## src/rtl/ovf_arith_pkg.sv

```systemverilog
package ovf_arith_pkg;

   typedef enum logic [1:0] {
      OP_UADD = 2'b00,
      OP_SADD = 2'b01,
      OP_SSUB = 2'b10,
      OP_NEGB = 2'b11
   } arith_op_e;

   localparam int ARCH_RIPPLE = 0;
   localparam int ARCH_INFER  = 1;

endpackage

```

## src/rtl/ovf_opnd_prep.sv

```systemverilog
module ovf_opnd_prep
   import ovf_arith_pkg::*;
#(
   parameter int WIDTH = 4
) (
   input  arith_op_e          op,
   input  logic [WIDTH-1:0]   a,
   input  logic [WIDTH-1:0]   b,
   input  logic               carry_i,
   output logic [WIDTH-1:0]   lhs,
   output logic [WIDTH-1:0]   rhs,
   output logic               cin
);

   logic invert_b;
   logic zero_a;

   always_comb begin
      invert_b = (op == OP_SSUB) || (op == OP_NEGB);
      zero_a   = (op == OP_NEGB);
      lhs      = zero_a   ? '0 : a;
      rhs      = invert_b ? ~b : b;
      cin      = invert_b ? 1'b1 : carry_i;
   end

endmodule

```

## src/rtl/ovf_core_add.sv

```systemverilog
module ovf_core_add
   import ovf_arith_pkg::*;
#(
   parameter int WIDTH = 4,
   parameter int ARCH  = ARCH_RIPPLE
) (
   input  logic [WIDTH-1:0] x,
   input  logic [WIDTH-1:0] y,
   input  logic             ci,
   output logic [WIDTH-1:0] sum,
   output logic             co
);

   localparam int TOTAL = WIDTH + 1;

   generate
      if (ARCH == ARCH_RIPPLE) begin : g_ripple
         logic [WIDTH:0] chain;
         assign chain[0] = ci;
         for (genvar i = 0; i < WIDTH; i++) begin : g_bit
            logic half;
            assign half          = x[i] ^ y[i];
            assign sum[i]        = half ^ chain[i];
            assign chain[i + 1]  = (x[i] & y[i]) | (chain[i] & half);
         end
         assign co = chain[WIDTH];
      end else begin : g_infer
         logic [TOTAL-1:0] wide;
         assign wide = {1'b0, x} + {1'b0, y} + {{WIDTH{1'b0}}, ci};
         assign sum  = wide[WIDTH-1:0];
         assign co   = wide[WIDTH];
      end
   endgenerate

endmodule

```

## src/rtl/ovf_flag_sel.sv

```systemverilog
module ovf_flag_sel
   import ovf_arith_pkg::*;
#(
   parameter int WIDTH = 4
) (
   input  arith_op_e          op,
   input  logic [WIDTH-1:0]   a,
   input  logic [WIDTH-1:0]   b,
   input  logic [WIDTH-1:0]   sum,
   input  logic               co,
   output logic               ovf
);

   localparam int MSB = WIDTH - 1;
   localparam logic [WIDTH-1:0] MOST_NEG = {1'b1, {(WIDTH-1){1'b0}}};

   logic sa, sb, ss;
   logic add_rule, sub_rule, neg_rule;

   always_comb begin
      sa       = a[MSB];
      sb       = b[MSB];
      ss       = sum[MSB];
      add_rule = ~(sa ^ sb) & (sb ^ ss);
      sub_rule = (sa ^ sb) & (sa ^ ss);
      neg_rule = (b == MOST_NEG);
      unique case (op)
         OP_UADD: ovf = co;
         OP_SADD: ovf = add_rule;
         OP_SSUB: ovf = sub_rule;
         OP_NEGB: ovf = neg_rule;
         default: ovf = 1'b0;
      endcase
   end

   always_comb begin
      if (op == OP_SADD && (a[MSB] != b[MSB]))
         AST_OPPOSITE_SIGN_ADD: assert (!ovf) else $error("signed add of mixed signs flagged");
      if (op == OP_SSUB && (a[MSB] == b[MSB]))
         AST_SAME_SIGN_SUB: assert (!ovf) else $error("same-sign subtract flagged");
   end

endmodule

```

## src/rtl/ovf_arith_unit.sv

```systemverilog
module ovf_arith_unit
   import ovf_arith_pkg::*;
#(
   parameter int WIDTH = 4,
   parameter int ARCH  = ARCH_RIPPLE
) (
   input  logic [WIDTH-1:0] a,
   input  logic [WIDTH-1:0] b,
   input  logic             carry_i,
   input  logic [1:0]       op,
   output logic [WIDTH-1:0] res,
   output logic             carry_o,
   output logic             ovf
);

   localparam int TOTAL = WIDTH + 1;
   localparam logic [WIDTH-1:0] MOST_NEG = {1'b1, {(WIDTH-1){1'b0}}};

   generate
      if (WIDTH < 2) begin : g_bad_width
         $error("ovf_arith_unit: WIDTH must be at least 2");
      end
      if (ARCH != ARCH_RIPPLE && ARCH != ARCH_INFER) begin : g_bad_arch
         $error("ovf_arith_unit: ARCH must select ripple or inferred adder");
      end
   endgenerate

   arith_op_e        op_e;
   logic [WIDTH-1:0] lhs, rhs;
   logic             cin;

   assign op_e = arith_op_e'(op);

   ovf_opnd_prep #(.WIDTH(WIDTH)) u_prep (
      .op      (op_e),
      .a       (a),
      .b       (b),
      .carry_i (carry_i),
      .lhs     (lhs),
      .rhs     (rhs),
      .cin     (cin)
   );

   ovf_core_add #(.WIDTH(WIDTH), .ARCH(ARCH)) u_add (
      .x   (lhs),
      .y   (rhs),
      .ci  (cin),
      .sum (res),
      .co  (carry_o)
   );

   ovf_flag_sel #(.WIDTH(WIDTH)) u_flag (
      .op  (op_e),
      .a   (a),
      .b   (b),
      .sum (res),
      .co  (carry_o),
      .ovf (ovf)
   );

   logic [TOTAL-1:0] plain_sum;
   assign plain_sum = {1'b0, a} + {1'b0, b} + {{WIDTH{1'b0}}, carry_i};

   always_comb begin
      if (op_e == OP_UADD)
         AST_UADD_RESULT: assert ({carry_o, res} == plain_sum) else $error("unsigned add result wrong");
      if (op_e == OP_NEGB && ovf)
         AST_NEG_WRAPS_SELF: assert (res == b && b == MOST_NEG) else $error("negate overflow without wrap");
      if (op_e == OP_NEGB && b == '0)
         AST_NEG_ZERO_CARRY: assert (carry_o && res == '0) else $error("negate of zero lost carry");
   end

endmodule

```

## config.mk

```make
export PLATFORM = sky130hd
export DESIGN_NAME = ovf_arith_unit
export DESIGN_NICKNAME = d
export VERILOG_FILES = /design/src/rtl/ovf_arith_pkg.sv /design/src/rtl/ovf_opnd_prep.sv /design/src/rtl/ovf_core_add.sv /design/src/rtl/ovf_flag_sel.sv /design/src/rtl/ovf_arith_unit.sv
export SDC_FILE = /design/constraint.sdc
export NUM_CORES = 1
export LEC_CHECK = 0
export BUFFER_PORTS_ARGS = -buffer_cell sky130_fd_sc_hd__buf_2
export CAP_MARGIN = 25
export CORE_AREA = 5 5 42 44
export DETAILED_ROUTE_END_ITERATION = 10
export DIE_AREA = 0 0 47 49
export PLACE_DENSITY = 0.46
export SYNTH_ARGS = -nofsm -noshare
export SYNTH_HDL_FRONTEND = slang
export SYNTH_SLANG_ARGS = --single-unit
```

## constraint.sdc

```tcl
create_clock -name vclk -period 6.23
set_input_delay 0.623 -clock vclk [all_inputs]
set_output_delay 0.623 -clock vclk [all_outputs]
set_load 0.005 [all_outputs]
```

# Word-level counts from Yosys, hierarchy flattened
# Cells that the tools add are included.
[totals]
reg_bits = 0
latchBits = 0
mem_bits_rw = 0
romBits = 0
in_bits = 11
output_inout_bits = 6
wordCells = 37
mem_count = 0
[classes]
n_addsub = 0
multipliers = 0
n_div = 0
magnitude_cmp = 0
n_eq_ne = 4
n_shift = 0
muxes = 4
bitwise_logic = 27
n_reduce_logical = 2
[op_table]
columns = ["operator", "count"]
rows = [
  ["$xor 1x1->1", 11],
  ["$and 1x1->1", 10],
  ["$mux 4", 2],
  ["$eq 2x2->1 const B", 2],
  ["$eq 4x4->1 const B", 1],
  ["$not 4->4", 1],
  ["$or 1x1->1", 4],
  ["$pmux 1 s4", 1],
  ["$eq 2x1->1 const B", 1],
  ["$logic_not 2->1", 1],
  ["$logic_or 1x1->1", 1],
  ["$mux 1", 1],
  ["$not 1->1", 1],
]

# Logic depth before layout (Yosys ltp)
# Gate-level depths: netlist of run 1.
[depth]
depth_word = 14
ltp_mapped = 12
mapped_depth_nobuf = 11

# By module
# A second synthesis of run 1 with hierarchy kept.
[hier_totals]
cells_unflattened = 35
area_unflattened_um2 = 274.0
[modules_own_cells]
columns = ["mod", "instances", "cells_per_inst", "area_each_um2", "seq_area_each_um2"]
rows = [
  ["ovf_core_add", 1, 14, 117.6, 0.0],
  ["ovf_opnd_prep", 1, 10, 82.6, 0.0],
  ["ovf_flag_sel", 1, 11, 73.8, 0.0],
]

# Least setup slack after synthesis of run 1
# Ideal clock, no wire load.
[synth_path]
path_kind = "input port to output port"
from = "in op[1]"
to = "out ovf"
arrival_time_ns = 3.096
required_time_ns = 5.607
setup_slack_ns = 2.511
cell_stages = 12
path_buffers = 1
path_cell_list = "buf_4 -> nand2_1 -> nand2_1 -> fa_1 -> fa_1 -> fa_1 -> inv_1 -> fa_1 -> nand3b_1 -> a21oi_1 -> o21ai_1 -> o2111ai_1"
[synth_between]
elab_chain_len = 14
word_cells_on_any_way = 30
cone_classes = "eq/ne (3); mux (4); bitwise (21); reduce/logical (2)"
[synth_lines]
columns = ["element", "line_no", "rtl"]
rows = [
  ["start: declaration", "ovf_arith_unit.sv:10", "input logic [1:0] op,"],
  ["$eq 2x2->1, on equally long branches", "-", ""],
  ["$logic_or 1x1->1", "ovf_opnd_prep.sv:19", "invert_b = (op == OP_SSUB) || (op == OP_NEGB);"],
  ["$mux 4", "ovf_opnd_prep.sv:22", "rhs = invert_b ? ~b : b;"],
  ["$xor 1x1->1", "ovf_core_add.sv:22", "assign half = x[i] ^ y[i];"],
  ["$and 1x1->1", "ovf_core_add.sv:24", "assign chain[i + 1] = (x[i] & y[i]) | (chain[i] & half);"],
  ["$or 1x1->1", "ovf_core_add.sv:24", ""],
  ["$and 1x1->1", "ovf_core_add.sv:24", ""],
  ["$or 1x1->1", "ovf_core_add.sv:24", ""],
  ["$and 1x1->1", "ovf_core_add.sv:24", ""],
  ["$or 1x1->1", "ovf_core_add.sv:24", ""],
  ["$xor 1x1->1 *", "ovf_core_add.sv:23", "assign sum[i] = half ^ chain[i];"],
  ["via res[3]", "ovf_arith_unit.sv:11", "output logic [WIDTH-1:0] res,"],
  ["$xor 1x1->1, on equally long branches", "ovf_flag_sel.sv:25, ovf_flag_sel.sv:24", ""],
  ["$and 1x1->1, on equally long branches", "ovf_flag_sel.sv:25, ovf_flag_sel.sv:24", ""],
  ["$pmux 1 s4 *", "ovf_flag_sel.sv:27", "unique case (op)"],
  ["end: declaration", "ovf_arith_unit.sv:13", "output logic ovf"],
]
# Mark *: on every way through the listed nets, which the timed path passes. The rest lies on a longest branch.

# Final worst setup path of run 1
[layout_path]
from = "in op[1]"
to = "out ovf"
[layout_between]
elab_chain_len = 14
word_cells_on_any_way = 30
cone_classes = "eq/ne (3); mux (4); bitwise (21); reduce/logical (2)"
[layout_lines]
columns = ["element", "line_no"]
rows = [
  ["$eq 2x2->1, on equally long branches", "-"],
  ["$logic_or 1x1->1", "ovf_opnd_prep.sv:19"],
  ["$mux 4", "ovf_opnd_prep.sv:22"],
  ["$xor 1x1->1", "ovf_core_add.sv:22"],
  ["$and 1x1->1", "ovf_core_add.sv:24"],
  ["$or 1x1->1", "ovf_core_add.sv:24"],
  ["$and 1x1->1", "ovf_core_add.sv:24"],
  ["$or 1x1->1", "ovf_core_add.sv:24"],
  ["$and 1x1->1", "ovf_core_add.sv:24"],
  ["$or 1x1->1", "ovf_core_add.sv:24"],
  ["$xor 1x1->1", "ovf_core_add.sv:23"],
  ["$xor 1x1->1, on equally long branches", "ovf_flag_sel.sv:25, ovf_flag_sel.sv:24"],
  ["$and 1x1->1, on equally long branches", "ovf_flag_sel.sv:25, ovf_flag_sel.sv:24"],
  ["$pmux 1 s4 *", "ovf_flag_sel.sv:27"],
]
# Mark *: on every way between the ends. The rest lies on a longest branch, timed or not.

==> results of run 1 <==
==> cell type report <==
type / instances / area, µm²
multi-input combinational: 27 / 238
inverter: 4 / 15.0
timing repair buffer: 17 / 85.1
fill: 172 / 1040
tap: 16 / 20.0
==> per-stage QoR <==
step	util	hold slack (ns)
6_report	0.255	1.59
5_1_grt	0.255	1.63
4_1_cts	0.255	1.60
3_5_place_dp	0.255	1.59
3_3_place_gp	0.255	1.62
2_1_floorplan	-	1.36
==> layout by cell type, fill, tap and decap left out <==
cell type,netlist,routed
sky130_fd_sc_hd__inv_1,4,4
sky130_fd_sc_hd__or3b_1,1,1
sky130_fd_sc_hd__nand3b_1,3,3
sky130_fd_sc_hd__o2111ai_1,1,1
sky130_fd_sc_hd__xnor2_1,3,3
sky130_fd_sc_hd__and2_1,1,1
sky130_fd_sc_hd__nand2_1,4,4
sky130_fd_sc_hd__and4b_2,1,1
sky130_fd_sc_hd__fa_1,4,4
sky130_fd_sc_hd__a21oi_1,1,1
sky130_fd_sc_hd__mux2i_1,2,2
sky130_fd_sc_hd__nand2b_1,2,2
sky130_fd_sc_hd__xor2_1,1,1
sky130_fd_sc_hd__nor2_1,2,2
sky130_fd_sc_hd__o21ai_1,1,1
sky130_fd_sc_hd__buf_2,0,17
==> cells by family after synthesis <==
group,count (synthesis),share of synthesized area
AND/OR/NAND/NOR,14,0.309
XOR/XNOR,4,0.129
buffers and inverters,6,0.124
AO/OA/AOI/OAI,3,0.0691
multiplexers,2,0.0737
adder cells (fa/ha/maj),4,0.295
==> synth_stat cells <==
master / instances / area [µm²]
sky130_fd_sc_hd__fa_1: 4 / 80.1
sky130_fd_sc_hd__nand2_1: 4 / 15.0
sky130_fd_sc_hd__a21oi_1: 1 / 5.00
sky130_fd_sc_hd__xor2_1: 1 / 8.76
sky130_fd_sc_hd__inv_1: 4 / 15.0
sky130_fd_sc_hd__or3b_1: 1 / 8.76
sky130_fd_sc_hd__buf_4: 1 / 7.51
sky130_fd_sc_hd__xnor2_1: 3 / 26.3
sky130_fd_sc_hd__nand2b_1: 2 / 12.5
sky130_fd_sc_hd__mux2i_1: 2 / 20.0
sky130_fd_sc_hd__nand3b_1: 3 / 22.5
sky130_fd_sc_hd__and4b_2: 1 / 11.3
sky130_fd_sc_hd__and2_1: 1 / 6.26
sky130_fd_sc_hd__nor2_1: 2 / 7.51
sky130_fd_sc_hd__o2111ai_1: 1 / 8.76
sky130_fd_sc_hd__o21ai_1: 1 / 5.00
sky130_fd_sc_hd__buf_6: 1 / 11.3
==> path summary, 6_finish.rpt <==
path | to | slack [ns] | cells after the start | start
setup / recovery | ovf | 2.23 | 13 | op[1]
hold / removal | ovf | 1.59 | 4 | op[0]
==> power breakdown <==
part | total [µW] | switching (µW) | internal (µW)
clock network | 0 | 0 | 0
registers | 0 | 0 | 0
logic | 39.7 | 19.1 | 20.6
total | 39.7 | 19.1 | 20.6
==> layer usage <==
layer  global-route usage  share of wire
met3              0.00369           0.11
met4                    0              0
met2               0.0905           0.40
met1               0.0996           0.49
met5                    0              0
==> critical path, delay by kind of cell <==
family          cells  cell delay, ns
fa+ha+maj           4            1.66
compound gates      3            0.28
simple gates        3            0.44
buf+inv             3            0.38
==> results.md, run 1 <==
Routing:
- The number of remaining DRC errors is 0.
- The detailed-route wire length per cell is 9.63 µm.
- The violation count after the first detailed-routing iteration is 3.
- The pre-antenna-repair detailed-routing pass consisted of 4 iterations.
- The final wirelength is 616 µm.
- The count of antenna-violating nets left after detailed routing is 0.
- After detailed routing, the number of vias per cell comes to 4.16.
- The number of vias after detailed routing is 266.

Global routing:
- The total congestion overflow is 0.
- The maximum number of pins on one net before global-route repair is 11.
- The number of antenna violations at the first check in global routing is 0.
- The first global-routing pass estimated 1150 µm of wire.
- Across every metal layer, demand over resource in global routing totals 0.0607.
- The number of global-route vias before repair came to 283.

Power and ir drop:
- The analysis attributes to cell leakage a power of 0.000182 µW.
- Summing internal, switching and leakage power gives 39.7 µW.
- IR analysis of the VDD net gives a maximum drop of 0.0000474 V.
- For this design the ratio of total power to cell area is 111 nW/µm².

Cells and area:
- The final net count is 65.
- The area of all placed cells without fillers is 358 µm².
- The share of final-layout standard cells stronger than drive strength 1 is 0.375.
- The area growth from synthesis to layout is 31.8%.
- Summing all flip-flop and latch instances after layout gives 0 µm².
- After layout, the clock buffer instance count stands at 0.
- Sequential cells placed in the final layout were counted as 0.
- The number of antenna diodes in the final layout is 0.
- The post-route non-filler standard cell count is 64.

Timing:
- Based on the critical path, the design can be clocked at up to 250 MHz.
- The final count of hold timing violations came to 0.
- Of the available clock period, the critical path in the final layout requires 0.643.
- Measured against its own limit, the worst slew margin works out to 0.866.
- Setup repair after global routing left no endpoint under its margin.
- The total of endpoints with negative setup slack in the final report is 0.
- The post-route setup TNS is 0 ns.
- For the pin with the worst max-slew slack, the measured transition is 0.201 ns.
- The smallest clock period supported by the final layout is computed as 4.00 ns.
- Once routing completed, OpenROAD measured the worst setup slack at 2.23 ns.
- The count of pins over their slew limit is 0.

Critical path:
- The endpoint arrival time on the critical path is 3.38 ns.
- By startpoint and endpoint, the worst setup path is classified as in2out.
- At the worst endpoint, the required time is 5.61 ns.
- The cell that appears most often on the critical path is sky130_fd_sc_hd__fa_1.
- Traced cell by cell, the critical path runs through buf_2, nand2_1, nand2_1, fa_1, fa_1, fa_1, inv_1, fa_1, or3b_1, a21oi_1, o21ai_1, o2111ai_1, buf_2.
- The delay of the slowest cell on the worst path is 0.46 ns.
- STA classifies the critical path endpoint as a primary output.
- The largest driver fanout on the critical path is 10.
- Among all stages on the critical path, the largest delay is contributed by sky130_fd_sc_hd__fa_1.
- STA classifies the critical path startpoint as an input pin.

Floorplan:
- After floorplanning, the core was sized to cover 1400 µm².
- The count of pins on the block boundary is 17.
- The number of rows created at floorplan is 14.
- The die outline height is 49 µm.
- The floorplan step defined a die boundary enclosing 2300 µm².
- The initial utilization of the core area, before any placement, comes to 0.194.
- The horizontal die dimension is 47 µm.

Job:
- Across the run, the number of max-cap violations was 0.

CTS:
- For this design, the CTS-stage hold fixing added 0 buffers.
- In this run the post-CTS setup repair buffer count came out at 0.
- The number of gates resized after CTS was 0.

Synth:
- The number of warnings issued by yosys is 0.
- The fraction of the yosys area taken by sequential cells is 0.
- The count of distinct cell types in the synthesized netlist is 17.
- The post-synthesis average cell area is 8.23 µm².
- The post-synthesis instance area is 272 µm².
- Counting every instance in the synthesized netlist gives 33.
- The synthesized netlist net count is 48.

Min path:
- The path class of the lowest-slack min-delay path is in2out.

Placed design:
- At the placement stage, the worst setup path has a slack of 2.20 ns.
- Once detailed placement completed, the half-perimeter wirelength came to 540 µm.
- The number of instances in the placed design is 64.
- The number of buffer cells added on primary ports is 17.
- The congestion estimate from routability-driven global placement came to 0.676.
- The post-detailed-placement cell area is 358 µm².

Outcome:
- The run finished with clean final reports.
Note: power is estimated with default switching activity, not from simulation.
==> run 2: changes to the inputs <==
ABC_AREA = 1   (was unset)
PLACE_DENSITY = 0.47   (was 0.46)
clock period = 3.78 ns   (was 6.23 ns; I/O delays follow)
==> run 2 against run 1 <==
Net effect:
- die area stayed put
- count of clock-buffer cells in the layout stayed put
- synthesized cell count rose by 30%
- final area increased by 4.9%
- first-iteration DRC count decreased by 67%
- power increased by 81%
- flip-flop and latch count is the same
- area after synthesis up 3.7%
==> results.md, run 2 <==
Placed design:
- The HPWL reported at the end of detailed placement was 561 µm (+4.0%).
- The worst setup slack before clock tree synthesis was 0.422 ns (-1.77 ns).
- The weighted congestion at the end of routability-driven global placement is 0.776 (+15%).
- The number of buffer cells added on primary ports is 17 (unchanged).

Critical path:
- The critical path endpoint category is a primary output.
- The largest driver fanout on the critical path is 9 (-1).
- The critical path is of the in2out type.
- The data required time at the worst endpoint was 3.40 ns (-2.21 ns).
- The endpoint arrival time on the critical path is 2.96 ns (-0.42 ns).
- STA classifies the critical path startpoint as an input pin.

Floorplan:
- The horizontal die dimension was 47 µm (unchanged).
- The area of the die is 2300 µm² (unchanged).
- The initial standard-cell utilization of the core was 0.201 (+0.00714).
- The core footprint is 1400 µm² (unchanged).
- The number of rows created at floorplan was 14 (unchanged).
- The count of pins on the block boundary was 17 (unchanged).
- The die outline height is 49 µm (unchanged).

Outcome:
- The flow ran to the end, and the final reports show no timing, DRC or antenna violations.

Synth:
- The simple logic cell fraction of the synthesized area is 0.396 (+0.0868).
- The share of the synthesized area in the top cell type is 0.284 (-0.0105).
- The number of instances in the synthesized netlist was 43 (+30%).
- The biggest area contributor in the post-synthesis netlist is sky130_fd_sc_hd__fa_1.
- The fraction of the yosys area taken by sequential cells is 0 (unchanged).
- The main combinational cell family by area after synthesis is simple AND/OR/NAND/NOR gates.
- The count of distinct cell types in the synthesized netlist came to 15 (-2).
- The multiplexer share of the synthesized area is 0 (-0.0737).
- The fraction of the mapped netlist area in adder cells was 0.284 (-0.0105).
- The post-synthesis share of cell area spent on xor and xnor gates is 0.124 (-0.00459).
- The synthesized netlist net count came to 58 (+21%).
- The compound-cell area share of the yosys netlist came to 0.0178 (-0.0513).
- The number of warnings issued by yosys is 0 (unchanged).
- In the synthesized netlist, the cells that appear most often are sky130_fd_sc_hd__nand2_1 (9), sky130_fd_sc_hd__inv_1 (8), sky130_fd_sc_hd__nor2_1 (7), sky130_fd_sc_hd__fa_1 (4).
- The cell with the most instances after synthesis is sky130_fd_sc_hd__nand2_1.
- Yosys attributes the largest share of cell area to sky130_fd_sc_hd__fa_1 (28%), sky130_fd_sc_hd__nand2_1 (12%), sky130_fd_sc_hd__inv_1 (11%).
- The post-synthesis instance area was 282 µm² (+3.7%).
- The post-synthesis average cell area is 6.55 µm² (-20%).

Cells and area:
- The share of final-layout standard cells stronger than drive strength 1 was 0.407 (+0.0318).
- In the layout the commonest cells are sky130_fd_sc_hd__buf_2 (17), sky130_fd_sc_hd__nand2_1 (9), sky130_fd_sc_hd__inv_1 (8), sky130_fd_sc_hd__nor2_1 (7), sky130_fd_sc_hd__fa_1 (4).
- The filler cell count in the final layout is 173 (+0.58%).
- Relative to the synthesized area, the layout overhead comes to 33.3%.
- The final net count is 76 (+17%).
- The total inserted antenna cells is 0 (unchanged).
- The total number of sequential cells was 0 (unchanged).
- The number of clock-tree buffers in the layout is 0 (unchanged).
- The most common library cell in the layout ignoring fill and taps is sky130_fd_sc_hd__buf_2.
- The area of the multi-input gates is 231 µm² (-2.6%).
- The area used by sequential logic in the layout is 0 µm² (unchanged).

Global routing:
- The met3 global-route usage is 0.0221 (+0.0185).
- The total routing resource utilization after global routing is 0.0500 (-0.0107).
- The wire length of the first global-routing pass was 931 µm (-19%).
- The number of global-route vias before repair was 234 (-17%).
- The total congestion overflow is 0 (unchanged).
- The number of antenna violations at the first check in global routing is 0 (unchanged).
- The met1 capacity usage during global routing is 0.0815 (-0.0181).
- The maximum number of pins on one net before global-route repair is 10 (-1).
- After global routing, the most crowded layer is met1.
- The fraction of met2 tracks used by global routing came to 0.0633 (-0.0271).

CTS:
- The buffers inserted during post-CTS setup optimization was 0 (unchanged).
- The post-cts repair resize count came to 0 (unchanged).
- The hold-fix buffer count after cts is 0 (unchanged).

Routing:
- The number of vias after detailed routing is 283 (+6.4%).
- The violation count after the first detailed-routing iteration is 1 (-2).
- The first-pass iteration count of the detailed router came to 2 (-2).
- The final wirelength was 611 µm (-0.81%).
- The detailed-route wire length per cell came to 8.15 µm (-15%).
- The average vias per placed instance was 3.77 (-9.2%).
- The count of antenna-violating nets left after detailed routing is 0 (unchanged).
- The number of remaining DRC errors is 0 (unchanged).

Timing:
- After layout, the minimum clock period comes to 3.34 ns.
- The worst relative slew slack is 0.853 (-0.0135).
- The final worst setup slack is 0.445 ns (-1.78 ns).
- Derived from the worst setup path, the maximum achievable clock frequency is 300 MHz.
- Of the available clock period, the critical path in the final layout requires 0.882.
- The pin slew with the least headroom to its limit is 0.221 ns (+0.0202 ns).
- The count of pins over their slew limit came to 0 (unchanged).
- The final count of hold timing violations is 0 (unchanged).
- Setup repair after global routing left no endpoint under its margin.
- The post-route setup TNS came to 0 ns (unchanged).
- The total of endpoints with negative setup slack in the final report is 0 (unchanged).

Min path:
- The cell count of the worst hold path is 5 (+1).
- The worst hold path terminates at ovf.
- The path class of the lowest-slack min-delay path is in2out.
- In this run the most critical hold path is launched from b[2].

Power and ir drop:
- The static leakage is 0.000218 µW (+20%).
- The worst ir drop on vdd is 0.0000682 V (+44%).
- The power density normalized to cell area was 191 nW/µm² (+73%).

Job:
- The number of maximum-capacitance violations is 0 (unchanged).
run 2: cell count changes after synthesis, sizes merged, moves of 2 or more:
cell / change
nand2: +6
inv: +5
mux2i: -2
nor2: +8
nand3b: -3
nand2b: -2
nand3: +2
run 2: worst max-delay path by stage:
stage	from	end	slack (ns)	cells past startpoint
final	op[1]	ovf	0.44	14
after global routing	op[1]	ovf	0.31	14
after detailed placement	op[1]	ovf	0.42	14
after floorplan	op[1]	ovf	0.72	13
after global placement	op[1]	ovf	0.44	14
after CTS	op[1]	ovf	0.43	14
run 2: worst max-delay path, cell delays in order:
cell and delay, ns:
sky130_fd_sc_hd__buf_2 0.17, sky130_fd_sc_hd__nand2_4 0.11, sky130_fd_sc_hd__nand2_1 0.07, sky130_fd_sc_hd__fa_1 0.43
sky130_fd_sc_hd__fa_1 0.39, sky130_fd_sc_hd__fa_1 0.36, sky130_fd_sc_hd__inv_1 0.07, sky130_fd_sc_hd__fa_1 0.49
sky130_fd_sc_hd__nand2_1 0.09, sky130_fd_sc_hd__inv_1 0.04, sky130_fd_sc_hd__nor2_1 0.10, sky130_fd_sc_hd__nand2_1 0.06
sky130_fd_sc_hd__nand4_1 0.08, sky130_fd_sc_hd__buf_2 0.12
run 2: cell type report:
cell class | instances | share of cell area
multi-input combinational | 32 | 0.617
tap | 16 | 0.0533
inverter | 10 | 0.103
timing repair buffer | 17 | 0.227
run 2: cell families after synthesis:
kind of cell	count (synthesis)
buf+inv	11
xor+xnor	4
simple gates	23
compound gates	1
fa+ha+maj	4
run 2: report_power, final:
part	leakage (µW)	internal, µW	total (µW)	switching [µW]
registers	0	0	0	0
logic	0.000218	33.8	71.8	38.0
clock network	0	0	0	0
run 2: layer usage:
| layer | part of all wire | vias to the layer above |
|---|---|---|
| li1 | - | 155 |
| met1 | 0.46 | 118 |
| met2 | 0.39 | 10 |
| met3 | 0.15 | 0 |
| met4 | 0 | 0 |
| met5 | 0 | - |
run 2: per-stage QoR:
| step | instances | total power, µW | hold slack [ns] | area, µm² | util |
|---|---|---|---|---|---|
| 2_1_floorplan | 43 | 45.4 | 0.914 | 282 | - |
| 3_3_place_gp | 75 | 72.9 | 1.16 | 375 | 0.268 |
| 3_5_place_dp | 75 | 72.8 | 1.16 | 375 | 0.268 |
| 4_1_cts | 75 | 73.6 | 1.16 | 375 | 0.268 |
| 5_1_grt | 75 | 81.4 | 1.19 | 375 | 0.268 |
| 6_report | 75 | 71.8 | 1.17 | 375 | 0.268 |
